### config.mk
export PLATFORM = sky130hd
export DESIGN_NAME = rtc_wdog
export DESIGN_NICKNAME = d
export VERILOG_FILES = /design/src/rtl/rtc_wdog_pkg.sv /design/src/rtl/rtc_wdog_mode.sv /design/src/rtl/rtc_wdog_count.sv /design/src/rtl/rtc_wdog.sv
export SDC_FILE = /design/constraint.sdc
export NUM_CORES = 1
export LEC_CHECK = 0
export BUFFER_PORTS_ARGS = -buffer_cell sky130_fd_sc_hd__buf_2
export CORE_MARGIN = 2
export CORE_UTILIZATION = 45
export CTS_CLUSTER_DIAMETER = 40
export DETAILED_ROUTE_END_ITERATION = 6
export HOLD_SLACK_MARGIN = 0.15
export PLACE_DENSITY = 0.68
export SLEW_MARGIN = 0
export SYNTH_ARGS = -nofsm -noshare
export SYNTH_HDL_FRONTEND = slang
export SYNTH_SLANG_ARGS = --single-unit
### constraint.sdc
create_clock -name clk -period 1.75 [get_ports clk]
set_clock_uncertainty 0.2 [all_clocks]
set_input_delay 0.0875 -clock clk [delete_from_list [all_inputs] [get_ports clk]]
set_output_delay 0.0875 -clock clk [all_outputs]
set_load 0.03 [all_outputs]
### src/rtl/rtc_wdog_pkg.sv
package rtc_wdog_pkg;
  localparam int ADDR_W = 5;
  localparam int DATA_W = 8;
  localparam logic [ADDR_W-1:0] ADR_STATUS = 5'h01;
  localparam logic [ADDR_W-1:0] ADR_MODE   = 5'h10;
  localparam logic [ADDR_W-1:0] ADR_COUNT  = 5'h11;
  localparam logic [1:0] SRC_1HZ  = 2'b10;
  localparam logic [1:0] FN_RESET = 2'b11;
endpackage

### src/rtl/rtc_wdog_mode.sv
module rtc_wdog_mode
  import rtc_wdog_pkg::*;
#(
  parameter int DW = DATA_W
) (
  input  logic          clk,
  input  logic          rst,
  input  logic          we,
  input  logic [DW-1:0] din,
  input  logic          tick_raw,
  output logic [DW-1:0] mode_q,
  output logic          tick_en,
  output logic          route_rst
);
  always_ff @(posedge clk) begin
    if (rst) mode_q <= '0;
    else if (we) mode_q <= din;
  end

  assign tick_en   = tick_raw && (mode_q[1:0] == SRC_1HZ);
  assign route_rst = (mode_q[DW-1:DW-2] == FN_RESET);
endmodule

### src/rtl/rtc_wdog_count.sv
module rtc_wdog_count #(
  parameter int DW      = 8,
  parameter int VAL_MIN = 2
) (
  input  logic          clk,
  input  logic          rst,
  input  logic          load,
  input  logic          halt,
  input  logic [DW-1:0] din,
  input  logic          tick_en,
  input  logic          tick_raw,
  input  logic          route_rst,
  output logic [DW-1:0] count_q,
  output logic          pulse_q
);
  localparam logic [DW-1:0] ONE = DW'(1);

  always_ff @(posedge clk) begin
    if (rst) begin
      count_q <= '0;
      pulse_q <= 1'b0;
    end else begin
      if (pulse_q && tick_raw) pulse_q <= 1'b0;
      if (load) begin
        count_q <= din;
      end else if (halt) begin
        count_q <= '0;
      end else if (count_q != '0 && tick_en) begin
        count_q <= count_q - ONE;
        if (count_q == ONE && route_rst) pulse_q <= 1'b1;
      end
    end
  end
endmodule

### src/rtl/rtc_wdog.sv
module rtc_wdog
  import rtc_wdog_pkg::*;
#(
  parameter int AW      = ADDR_W,
  parameter int DW      = DATA_W,
  parameter int VAL_MIN = 2
) (
  input  logic          clk,
  input  logic          rst,
  input  logic          tick_1hz,
  input  logic          wr_en,
  input  logic          rd_en,
  input  logic [AW-1:0] addr,
  input  logic [DW-1:0] wdata,
  output logic [DW-1:0] rdata,
  output logic          rst_n_out
);
  localparam logic [DW-1:0] MIN_V = DW'(VAL_MIN);

  logic [DW-1:0] mode_q, count_q;
  logic          tick_en, route_rst, pulse_q;
  logic          we_mode, we_cnt, cnt_load, cnt_halt;

  assign we_mode  = wr_en && (addr == ADR_MODE);
  assign we_cnt   = wr_en && (addr == ADR_COUNT);
  assign cnt_load = we_cnt && (wdata >= MIN_V);
  assign cnt_halt = (we_cnt && (wdata == '0)) || (rd_en && (addr == ADR_STATUS));

  rtc_wdog_mode #(.DW(DW)) u_mode (
    .clk(clk), .rst(rst), .we(we_mode), .din(wdata), .tick_raw(tick_1hz),
    .mode_q(mode_q), .tick_en(tick_en), .route_rst(route_rst)
  );

  rtc_wdog_count #(.DW(DW), .VAL_MIN(VAL_MIN)) u_cnt (
    .clk(clk), .rst(rst), .load(cnt_load), .halt(cnt_halt), .din(wdata),
    .tick_en(tick_en), .tick_raw(tick_1hz), .route_rst(route_rst),
    .count_q(count_q), .pulse_q(pulse_q)
  );

  always_ff @(posedge clk) begin
    if (rst) rdata <= '0;
    else if (rd_en) begin
      case (addr)
        ADR_MODE:  rdata <= mode_q;
        ADR_COUNT: rdata <= count_q;
        default:   rdata <= '0;
      endcase
    end
  end

  assign rst_n_out = ~pulse_q;
endmodule

Yosys cells after proc, flatten, opt, wreduce, memory -nomap -nowiden
Index checks and enable logic that the tools add are counted.

cells by class
  add/subtract/negate cells = 1
  eq/ne operators = 6
  multiplexer cells = 9
  bitwise operators = 1
  reduce and logical (&&, ||, !) cells = 13
  $lt $le $gt $ge = 1

operators by type and width
  kind                 count
  $mux 8               3
  $pmux 8 s2           1
  $eq 5x5->1 const B   2
  $logic_and 1x1->1    9
  $eq 8x1->1 const B   1
  $ge 8x2->1 const B   1
  $logic_not 8->1      1
  $reduce_bool 8->1    1
  $sub 8x1->8 const B  1
  $eq 5x1->1 const B   1
  $mux 1               5
  $eq 2x2->1 const B   2
  $reduce_bool 3->1    1
  $logic_or 1x1->1     1
  $not 1->1            1

storage, ports and cells
  flip-flop bits (word level) = 25
  word-level logic and storage cells = 35

Logic depth before layout (Yosys ltp)
Gate-level depths: netlist (run 1).

  depth after elaboration = 6
  mapped depth = 7
  depth with buffers taken out = 6

Hierarchy
From an unflattened synthesis (run 1), not the netlist that was laid out.

second synthesis, totals
  cells, all modules = 161
  area total of the unflattened synthesis = 1413.9 um^2

modules (own cells, without submodules)
  module          cells an instance  area an instance (um^2)  instances
  rtc_wdog_count  74                 631.9                    1
  rtc_wdog        58                 483.0                    1
  rtc_wdog_mode   29                 299.0                    1

Worst setup path before layout (run 1)
OpenSTA, ideal clock, no wires.

  path type = reg2reg
  start point = register u_cnt.count_q[0]
  end point = register u_cnt.count_q[1]
  setup time = 0.134 ns
  stages on the path, launching flop included = 8
  buffers on the path = 1
  setup slack = 0.007 ns
  arrival time = 1.409 ns
  data required time = 1.416 ns
  clock period less this slack = 1.743 ns
  path through = dfxtp_1 > inv_1 > ha_1 > a31oi_1 > buf_2 > nand2_1 > a22oi_1 > nor3_2

between the ends
  word-level cells in the longest chain between the ends = 4

ends and longest elaborated chain
  element                 RTL line              source
  from (decl)             rtc_wdog_count.sv:13  output logic [DW-1:0] count_q,
  from (signal assigned)  rtc_wdog_count.sv:25  count_q <= din;
  from (signal assigned)  rtc_wdog_count.sv:29  count_q <= count_q - ONE;
  $sub 8x1->8             rtc_wdog_count.sv:29
  $mux 8                  rtc_wdog_count.sv:28  end else if (count_q != '0 && tick_en) begin
  $mux 8                  rtc_wdog_count.sv:26  end else if (halt) begin
  $mux 8                  rtc_wdog_count.sv:24  if (load) begin

Several ways; a longest one is shown, not always the timed one. The select of a mux whose other input is x is not followed.
A chain may end at the register's enable or synchronous reset.

Worst setup path in the final report (run 1)
  start point = input port addr[1]
  end point = register u_cnt.count_q[4]

between the ends
  word-level cells in the longest chain between the ends = 6

ends and longest elaborated chain
  element            RTL line              source
  from (decl)        rtc_wdog.sv:13        input logic [AW-1:0] addr,
  $eq 5x5->1         rtc_wdog.sv:25        assign we_cnt = wr_en && (addr == ADR_COUNT);
  $logic_and 1x1->1  rtc_wdog.sv:25
  $logic_and 1x1->1  rtc_wdog.sv:27        assign cnt_halt = (we_cnt && (wdata == '0)) || (rd_en && (addr == ADR_STATUS));
  $logic_or 1x1->1   rtc_wdog.sv:27
  $mux 8             rtc_wdog_count.sv:26
  $mux 8             rtc_wdog_count.sv:24

Several ways; a longest one is shown, not always the timed one.

==> impl_metrics.yaml, run 1 <==
layout:
  final_area_um2: 1950
  fillers: 268
  fin_cells: 248
  antennaDiodeCount: 0
  drive_gt1_share_pct: 34.9
  utilization_pct: 65.0
  nets: 236
  syn_to_final_growth_pct: 39.4
route:
  via_count: 1446
  drc: 0
  drt_iter0_drc: 61
  vias_per_cell: 5.83
  wl_mm: 3.97
  drtPass1Iterations: 4
  wl_per_cell_um: 16.0
  drtAntennaViolNets: 0
timing:
  hold_violations: 0
  tightestPinTransition_ns: 0.371
  maxSlewViolCount: 0
  slew_headroom_pct: 75.2
  setup_viol: 0
  fin_crit_sh_pct: 97.3
  clock.fmax_mhz: 587
  min_period_ns: 1.70
place:
  numPlacedInstances: 217
  io_buffers: 26
  place_area_um2: 1630
  dp_hpwl_mm: 2.56
  gp_congestion: 0.904
pwr:
  power.density_nw_per_um2: 524
  p_total_w: 0.00102
  p_clk_share_pct: 26.1
  power_switching_w: 0.000276
  ir_drop_mv: 0.432
  switching_share_pct: 27.0
  p_seq_share_pct: 56.9
  combinationalPowerShare_pct: 17.0
  p_leak_nw: 0.828
  cellInternalPower_w: 0.000747
clock_tree:
  cts_max_level: 1
  cts.sinks: 25
  cts_buffer_depth: 2
  path_clk_slew_ns: 0.14
  cts_tree: "built"
  cts_made_buffers: 3
  cts-root-buf: "clkbuf_4"
  insertion_delay_ns: 0.32
hold_path:
  hold_class: "input port to register"
synth:
  ys_seq_area_share_pct: 35.7
  yosysTopAreaCell: "dfxtp_1"
  synth.most_common_cell: "dfxtp_1"
  syn-num-nets: 174
  ys.flop_type: "dfxtp_1"
  ys_seq_elements: 25
  synth_edf_count: 0
  synth_warnings: 0
  syn_area_um2: 1400
  synth.top_cell.area_share_pct: 35.7
  synthArstFlopShare_pct: 0
  syn_area_per_cell_um2: 9.10
  synth_cell_types: 39
  syn_inst: 154
  synth.area.top_cells: "dfxtp_1 36%, mux2_2 6.4%, mux2i_1 5.7%"
  yosys-top-cells-count: "25 x dfxtp_1, 13 x nand3_1, 13 x nor3_1, 11 x nor2_1, 9 x a21oi_1"
worst_setup_path:
  reg2reg_slack_ns: 0.07
  critPathLaunchType: "input port"
  required_ns: 1.81
  crit_type: "input port to register"
  crit_fanout: 10
  arrival_ns: 1.76
  end_kind: "register"
run_status:
  status: "completed"
grt:
  antenna_found_initial: 0
  grt_pass1_vias: 1423
  grt_use_total_pct: 23.1
  grt-ovfl-total: 0
  grt_max_degree: 26
  grt_pass1_wl_mm: 6.32
floorplanning:
  core-area_um2: 3000
  rows: 20
  fp.dieH_um: 59.8
  die_width_um: 59.8
  ios: 27
  start_util_pct: 46.7
  dieArea_um2: 3580
run:
  max-cap-violations: 0
==> metal layers <==
metal  global-route usage (%)  wire, µm  vias to the layer above
met5                        0         0                        -
met4                     10.2        65                        0
met3                     3.03       136                        6
met2                     39.6      1970                       42
met1                     28.7      1810                      706
li1                         -         -                      692
==> cells by family (layout without fill, tap and decap cells) <==
family / Yosys count / count (layout) / share of synthesized area, %
AO/OA/AOI/OAI: 27 / 27 / 14.4
XOR/XNOR: 1 / 1 / 0.625
adder cells (fa/ha/maj): 2 / 2 / 1.79
buffers and inverters: 14 / 75 / 4.82
flip-flops: 25 / 25 / 35.7
multiplexers: 16 / 16 / 12.1
AND/OR/NAND/NOR: 69 / 69 / 30.5
==> critical path, stage by stage <==
cell	delay, ns
buf_2	0.13
nor4b_4	0.28
and3_2	0.25
buf_4	0.19
nand2_1	0.07
dlygate4sd3_1	0.57
a211oi_2	0.18
==> final cells by class <==
type | instances | area, µm² | area share [%]
clock buffers | 3 | 22.5 | 1.15
flip-flops and latches | 25 | 507 | 25.9
inverters | 4 | 15.0 | 0.769
well taps | 33 | 41.3 | 2.11
repair buffers | 67 | 503 | 25.8
clock inverters | 1 | 5.00 | 0.256
multi-input cells | 115 | 860 | 44.0
==> power by group through the flow <==
stage          sequential (W)  combinational, W  clock (W)
6_report             0.000582          0.000174   0.000267
3_3_place_gp         0.000595          0.000135          0
4_1_cts              0.000583          0.000164   0.000275
5_1_grt              0.000583          0.000185   0.000296
3_5_place_dp         0.000595          0.000139          0
2_1_floorplan        0.000595         0.0000822          0
==> stage by stage <==
stage | setup TNS (ns) | setup WS [ns] | hold slack [ns]
3_3_place_gp | 0 | 0.0549 | 0.164
3_5_place_dp | 0 | 0.0286 | 0.159
6_report | 0 | 0.0467 | 0.235
4_1_cts | 0 | 0.0114 | 0.228
5_1_grt | -0.0214 | -0.0178 | 0.249
2_1_floorplan | 0 | 0.00745 | 0.0314
==> layout by cell type, fill, tap and decap left out, types with 2 or more instances in the layout <==
cell,count
inv_1,4
nor4_2,3
mux2_2,8
a211oi_2,3
nand3_1,13
nand2b_1,8
a21oi_1,9
clkbuf_4,4
nand2_1,8
buf_2,25
ha_1,2
nor2_1,11
mux2i_1,8
dlygate4sd3_1,25
nor3_1,13
nor4_4,2
buf_4,16
a22oi_1,3
nand3b_1,2
a211oi_1,2
dfxtp_1,22
dfxtp_2,2
nand4_1,2
==> state kept, by name (all words and copies together), names as in the netlist <==
name	flops
rdata	8
u_cnt.count_q	8
u_cnt.pulse_q	1
u_mode.mode_q	8
==> repair_timing <==
item | in CTS | in global routing
endpoints found under the hold margin | 25 | 0
buffers inserted | 0 | 2
hold buffers | 25 | 0
setup endpoints to repair | 0 | 8
gates resized for setup | 0 | 11
==> path summary, 6_finish.rpt <==
| kind | startpoint | endpoint | cells after the start |
|---|---|---|---|
| worst max-delay path | addr[1] | u_cnt.count_q[4] | 7 |
| worst min-delay path | addr[0] | rdata[2] | 5 |
| worst max register to register | u_cnt.count_q[3] | rdata[3] | 4 |
| worst min register to register | rdata[6] | rdata[6] | 2 |
(Power assumes the default switching activity.)
==> inputs of run 2 (changes only) <==
--- a/config.mk
+++ b/config.mk
@@ -12,6 +12,7 @@
 export DETAILED_ROUTE_END_ITERATION = 6
 export HOLD_SLACK_MARGIN = 0.15
 export PLACE_DENSITY = 0.68
+export REMOVE_ABC_BUFFERS = 1
 export SLEW_MARGIN = 0
 export SYNTH_ARGS = -nofsm -noshare
 export SYNTH_HDL_FRONTEND = slang
==> impl_metrics.yaml, run 2 (synthesis results as in run 1) <==
place:
  dp_hpwl_mm: 2.68
  gp_congestion: 0.856
  io_buffers: 26
layout:
  nets: 234
  syn_to_final_growth_pct: 37.2
  largest_registers: "rdata x8, u_cnt.count_q x8, u_mode.mode_q x8"
  drive_gt1_share_pct: 34.7
  antennaDiodeCount: 0
  final_common_cell: "buf_2"
  final_cell_mix: "27 x buf_2, 24 x dfxtp_1, 22 x dlygate4sd3_1"
clock_tree:
  cts_max_level: 1
  cts_buffer_depth: 2
  cts_tree: "built"
  cts_made_buffers: 3
  cts.sinks: 25
  path_clk_slew_ns: 0.15
  insertion_delay_ns: 0.34
  cts-root-buf: "clkbuf_4"
timing:
  rsz0062_at_grt: "yes"
  setup_viol: 0
  min_period_ns: 1.71
  setup-tns-final_ns: 0
  clock.fmax_mhz: 584
  fin_hold_ws_ns: 0.189
  slew_headroom_pct: 64.4
  tightestPinTransition_ns: 0.533
  fin_crit_sh_pct: 97.8
  hold_violations: 0
  maxSlewViolCount: 0
pwr:
  power_switching_w: 0.000288
  ir_drop_mv: 0.330
  p_seq_share_pct: 56.1
  combinationalPowerShare_pct: 16.7
  power.density_nw_per_um2: 539
  p_clk_share_pct: 27.2
  p_leak_nw: 0.814
  cellInternalPower_w: 0.000749
  switching_share_pct: 27.8
route:
  vias_per_cell: 5.85
  wl_mm: 3.97
  drtPass1Iterations: 4
  drc: 0
  drtAntennaViolNets: 0
  wl_per_cell_um: 16.1
  drt_iter0_drc: 49
  via_count: 1439
run:
  max-cap-violations: 0
worst_setup_path:
  crit_type: "input port to register"
  critPathLaunchType: "input port"
  crit_fanout: 10
  path_cells: "buf_2 -> nor4b_4 -> and3_2 -> buf_4 -> nand2_1 -> dlygate4sd3_1 -> a211oi_2"
  end_kind: "register"
  required_ns: 1.81
  reg2reg_from: "u_cnt.count_q[5]"
  reg2reg_slack_ns: 0.07
  critPathMaxStageDelay_ns: 0.56
  reg2reg_to: "u_cnt.count_q[7]"
  worstRegToRegCells: 6
  slowest_stage: "dlygate4sd3_1"
  arrival_ns: 1.77
hold_path:
  min_to: "rdata[2]"
  hold_class: "input port to register"
  min-delay-start: "addr[0]"
  holdPathStages: 5
grt:
  antenna_found_initial: 0
  grt_use_total_pct: 24.2
  use_met2_pct: 42.2
  grt_use_met1_pct: 28.0
  grt_pass1_wl_mm: 6.51
  grt.met3_usage_pct: 4.33
  grt_max_degree: 26
  grt_pass1_vias: 1468
  grt-ovfl-total: 0
  busiest_layer: "met2"
floorplanning:
  die_width_um: 59.8
  start_util_pct: 46.7
  rows: 20
  fp.dieH_um: 59.8
  dieArea_um2: 3580
  ios: 27
  core-area_um2: 3000
run_status:
  status: "completed"
-- run 2: cell types whose count changed in the layout (fill, tap and decap cells not counted), moves of 2 or more --
cell	before	now
dfxtp_1	22	24
nor3_1	13	11
dfxtp_2	2	0
nor3_2	1	3
buf_2	25	27
dlygate4sd3_1	25	22
-- run 2: how the worst max path moves through the flow --
| stage | end | cells past startpoint | slack, ns | startpoint |
|---|---|---|---|---|
| after CTS | u_cnt.count_q[2] | 7 | 0.05 | addr[1] |
| after global routing | u_cnt.count_q[1] | 7 | -0.02 | u_cnt.count_q[1] |
| after detailed placement | u_cnt.count_q[2] | 7 | 0.05 | wdata[3] |
| after floorplan | u_cnt.count_q[5] | 6 | -0.20 | u_cnt.count_q[0] |
| final | u_cnt.count_q[2] | 7 | 0.04 | addr[1] |
| after global placement | u_cnt.count_q[5] | 6 | 0.12 | wdata[3] |
-- run 2: power by group through the flow --
stage	sequential [W]	combinational [W]	clock (W)
4_1_cts	0.000582	0.000164	0.000278
2_1_floorplan	0.000595	0.0000632	0
3_5_place_dp	0.000595	0.000141	0
6_report	0.000581	0.000173	0.000282
3_3_place_gp	0.000594	0.000136	0
5_1_grt	0.000583	0.000188	0.000305
-- run 2: layout make-up --
cell class | instances | area [µm²]
Sequential cell | 25 | 504
Timing Repair Buffer | 65 | 475
Clock inverter | 1 | 7.51
Fill cell | 263 | 1080
Clock buffer | 3 | 22.5
Tap cell | 33 | 41.3
Inverter | 4 | 15.0
Multi-Input combinational cell | 115 | 857
-- run 2: timing repair --
item	4_1_cts	5_1_grt
setup buffers	0	2
setup endpoints to repair	0	5
endpoints found under the hold margin	25	0
hold buffers	22	0
resized for setup	0	9
-- run 2: layer usage --
layer / up-vias / share of wire, %
met5: - / 0
met4: 0 / 2.3
met3: 13 / 5.4
met2: 59 / 49
met1: 682 / 43
li1: 685 / -
-- run 2: metrics by stage --
step	cell area, µm²	setup slack [ns]	power (W)	util, %	cells
floorplan	1350	-0.204	0.000658	-	144
global placement	1630	0.118	0.000730	54.1	217
detailed placement	1630	0.0527	0.000736	54.1	217
CTS	1880	0.0511	0.00102	62.5	243
global route	1920	-0.0152	0.00108	64.0	246
finish	1920	0.0386	0.00104	64.0	246
-- run 2: critical path: cells and delay by family --
family	cells	cell delay [ns]
AND/OR/NAND/NOR	3	0.59
buffers and inverters	3	0.88
AO/OA/AOI/OAI	1	0.20
==> inputs of run 3 (changes only) <==
--- a/config.mk
+++ b/config.mk
@@ -13,6 +13,7 @@
 export HOLD_SLACK_MARGIN = 0.15
 export PLACE_DENSITY = 0.68
 export REMOVE_ABC_BUFFERS = 1
+export SETUP_SLACK_MARGIN = 0.3
 export SLEW_MARGIN = 0
 export SYNTH_ARGS = -nofsm -noshare
 export SYNTH_HDL_FRONTEND = slang
==> impl_metrics.yaml, run 3 (synthesis results as in run 1) <==
layout:
  largest_registers: "rdata x8, u_cnt.count_q x8, u_mode.mode_q x8"
  antennaDiodeCount: 0
  drive_gt1_share_pct: 37.9
  final_common_cell: "buf_2"
  nets: 227
  syn_to_final_growth_pct: 33.1
  final_cell_mix: "27 x buf_2, 21 x dfxtp_1, 15 x dlygate4sd3_1, 15 x buf_4, 13 x nand3_1"
  final_area_um2: 1870
  fillers: 276
floorplanning:
  ios: 27
  rows: 20
  core-area_um2: 3000
  dieArea_um2: 3580
  start_util_pct: 46.7
  fp.dieH_um: 59.8
  die_width_um: 59.8
run:
  max-cap-violations: 0
timing:
  fin_hold_ws_ns: 0.0625
  maxSlewViolCount: 0
  slew_headroom_pct: 64.6
  min_period_ns: 1.65
  fin_crit_sh_pct: 94.5
  rsz0062_at_grt: "yes"
  tightestPinTransition_ns: 0.531
  clock.fmax_mhz: 605
  setup_viol: 0
  hold_violations: 0
worst_setup_path:
  path_cells: "nor4_4 -> buf_4 -> buf_6 -> nand4_1 -> a32oi_1 -> nor3_1"
  critPathLaunchType: "register"
  reg2reg_slack_ns: 0.1
  slowest_stage: "dfxtp_2"
  crit_fanout: 4
  crit_family: "simple AND/OR/NAND/NOR gates"
  crit_type: "register to register"
  critPathMaxStageDelay_ns: 0.37
  arrival_ns: 1.67
  end_kind: "register"
  required_ns: 1.77
  path_buf_inv: 2
grt:
  grt_pass1_wl_mm: 6.51
  grt-ovfl-total: 0
  grt_use_total_pct: 24.2
  antenna_found_initial: 0
  grt_max_degree: 26
  grt_pass1_vias: 1420
route:
  vias_per_cell: 5.85
  wl_per_cell_um: 16.3
  drt_iter0_drc: 60
  drc: 0
  drtAntennaViolNets: 0
  wl_mm: 3.89
  drtPass1Iterations: 6
  via_count: 1398
clock_tree:
  cts_max_level: 1
  cts_made_buffers: 3
  hold_buffers: 15
  cts-root-buf: "clkbuf_4"
  cts.sinks: 25
  cts_buffer_depth: 2
  path_clk_slew_ns: 0.14
  insertion_delay_ns: 0.33
  cts_tree: "built"
pwr:
  ir_drop_mv: 0.326
  p_leak_nw: 0.812
  power.density_nw_per_um2: 554
hold_path:
  hold_class: "input port to register"
place:
  gp_congestion: 0.856
  place_area_um2: 1630
  io_buffers: 26
  dp_hpwl_mm: 2.68
run_status:
  status: "completed"
run 3: worst paths after layout:
kind	from	to	cells past startpoint
max reg2reg	u_cnt.count_q[2]	u_cnt.count_q[7]	6
min	addr[2]	rdata[3]	5
max	u_cnt.count_q[2]	u_cnt.count_q[7]	6
min reg2reg	rdata[0]	rdata[0]	2
run 3: worst reg2reg max path: cells and delay by family, from the launching register on:
family          cells  cell delay [ns]
flops               1             0.37
buf+inv             2             0.28
simple gates        3             0.47
compound gates      1             0.22
run 3: report_power, final:
group / switching (W) / internal [W]
clock network: 0.000185 / 0.0000876
registers: 0.00000665 / 0.000575
logic: 0.0000898 / 0.0000909
run 3: cell type report:
cell class | count | area [µm²] | share of cell area, %
multi-input combinational | 115 | 862 | 46.2
sequential | 25 | 508 | 27.2
timing repair buffer | 58 | 409 | 21.9
tap | 33 | 41.3 | 2.21
clock buffer | 3 | 22.5 | 1.21
inverter | 4 | 15.0 | 0.805
clock inverter | 1 | 7.51 | 0.402
run 3: stage by stage:
| step | setup WS, ns | std cells | TNS, ns | util (%) | power, W |
|---|---|---|---|---|---|
| final | 0.0969 | 239 | 0 | 62.1 | 0.00103 |
| after global routing | 0.0111 | 239 | 0 | 62.1 | 0.00108 |
| after CTS | 0.112 | 239 | 0 | 61.7 | 0.00103 |
| after detailed placement | 0.0527 | 217 | 0 | 54.1 | 0.000736 |
| after global placement | 0.118 | 217 | 0 | 54.1 | 0.000730 |
| after floorplan | -0.204 | 144 | -0.760 | - | 0.000658 |
run 3: metal layers:
metal | up-vias | part of all wire, % | routed length (µm) | global-route usage, %
li1 | 669 | - | - | -
met1 | 640 | 43 | 1660 | 28.6
met2 | 69 | 49 | 1900 | 41.3
met3 | 20 | 5.6 | 217 | 4.33
met4 | 0 | 3.0 | 115 | 12.4
met5 | - | 0 | 0 | 0
run 3: repair_timing:
action / 4_1_cts / 5_1_grt
endpoints found under the setup margin: 9 / 9
setup buffers: 2 / 0
pin swaps: 4 / 2
cloned: 1 / 0
resized for setup: 11 / 3
endpoints found under the hold margin: 25 / 8
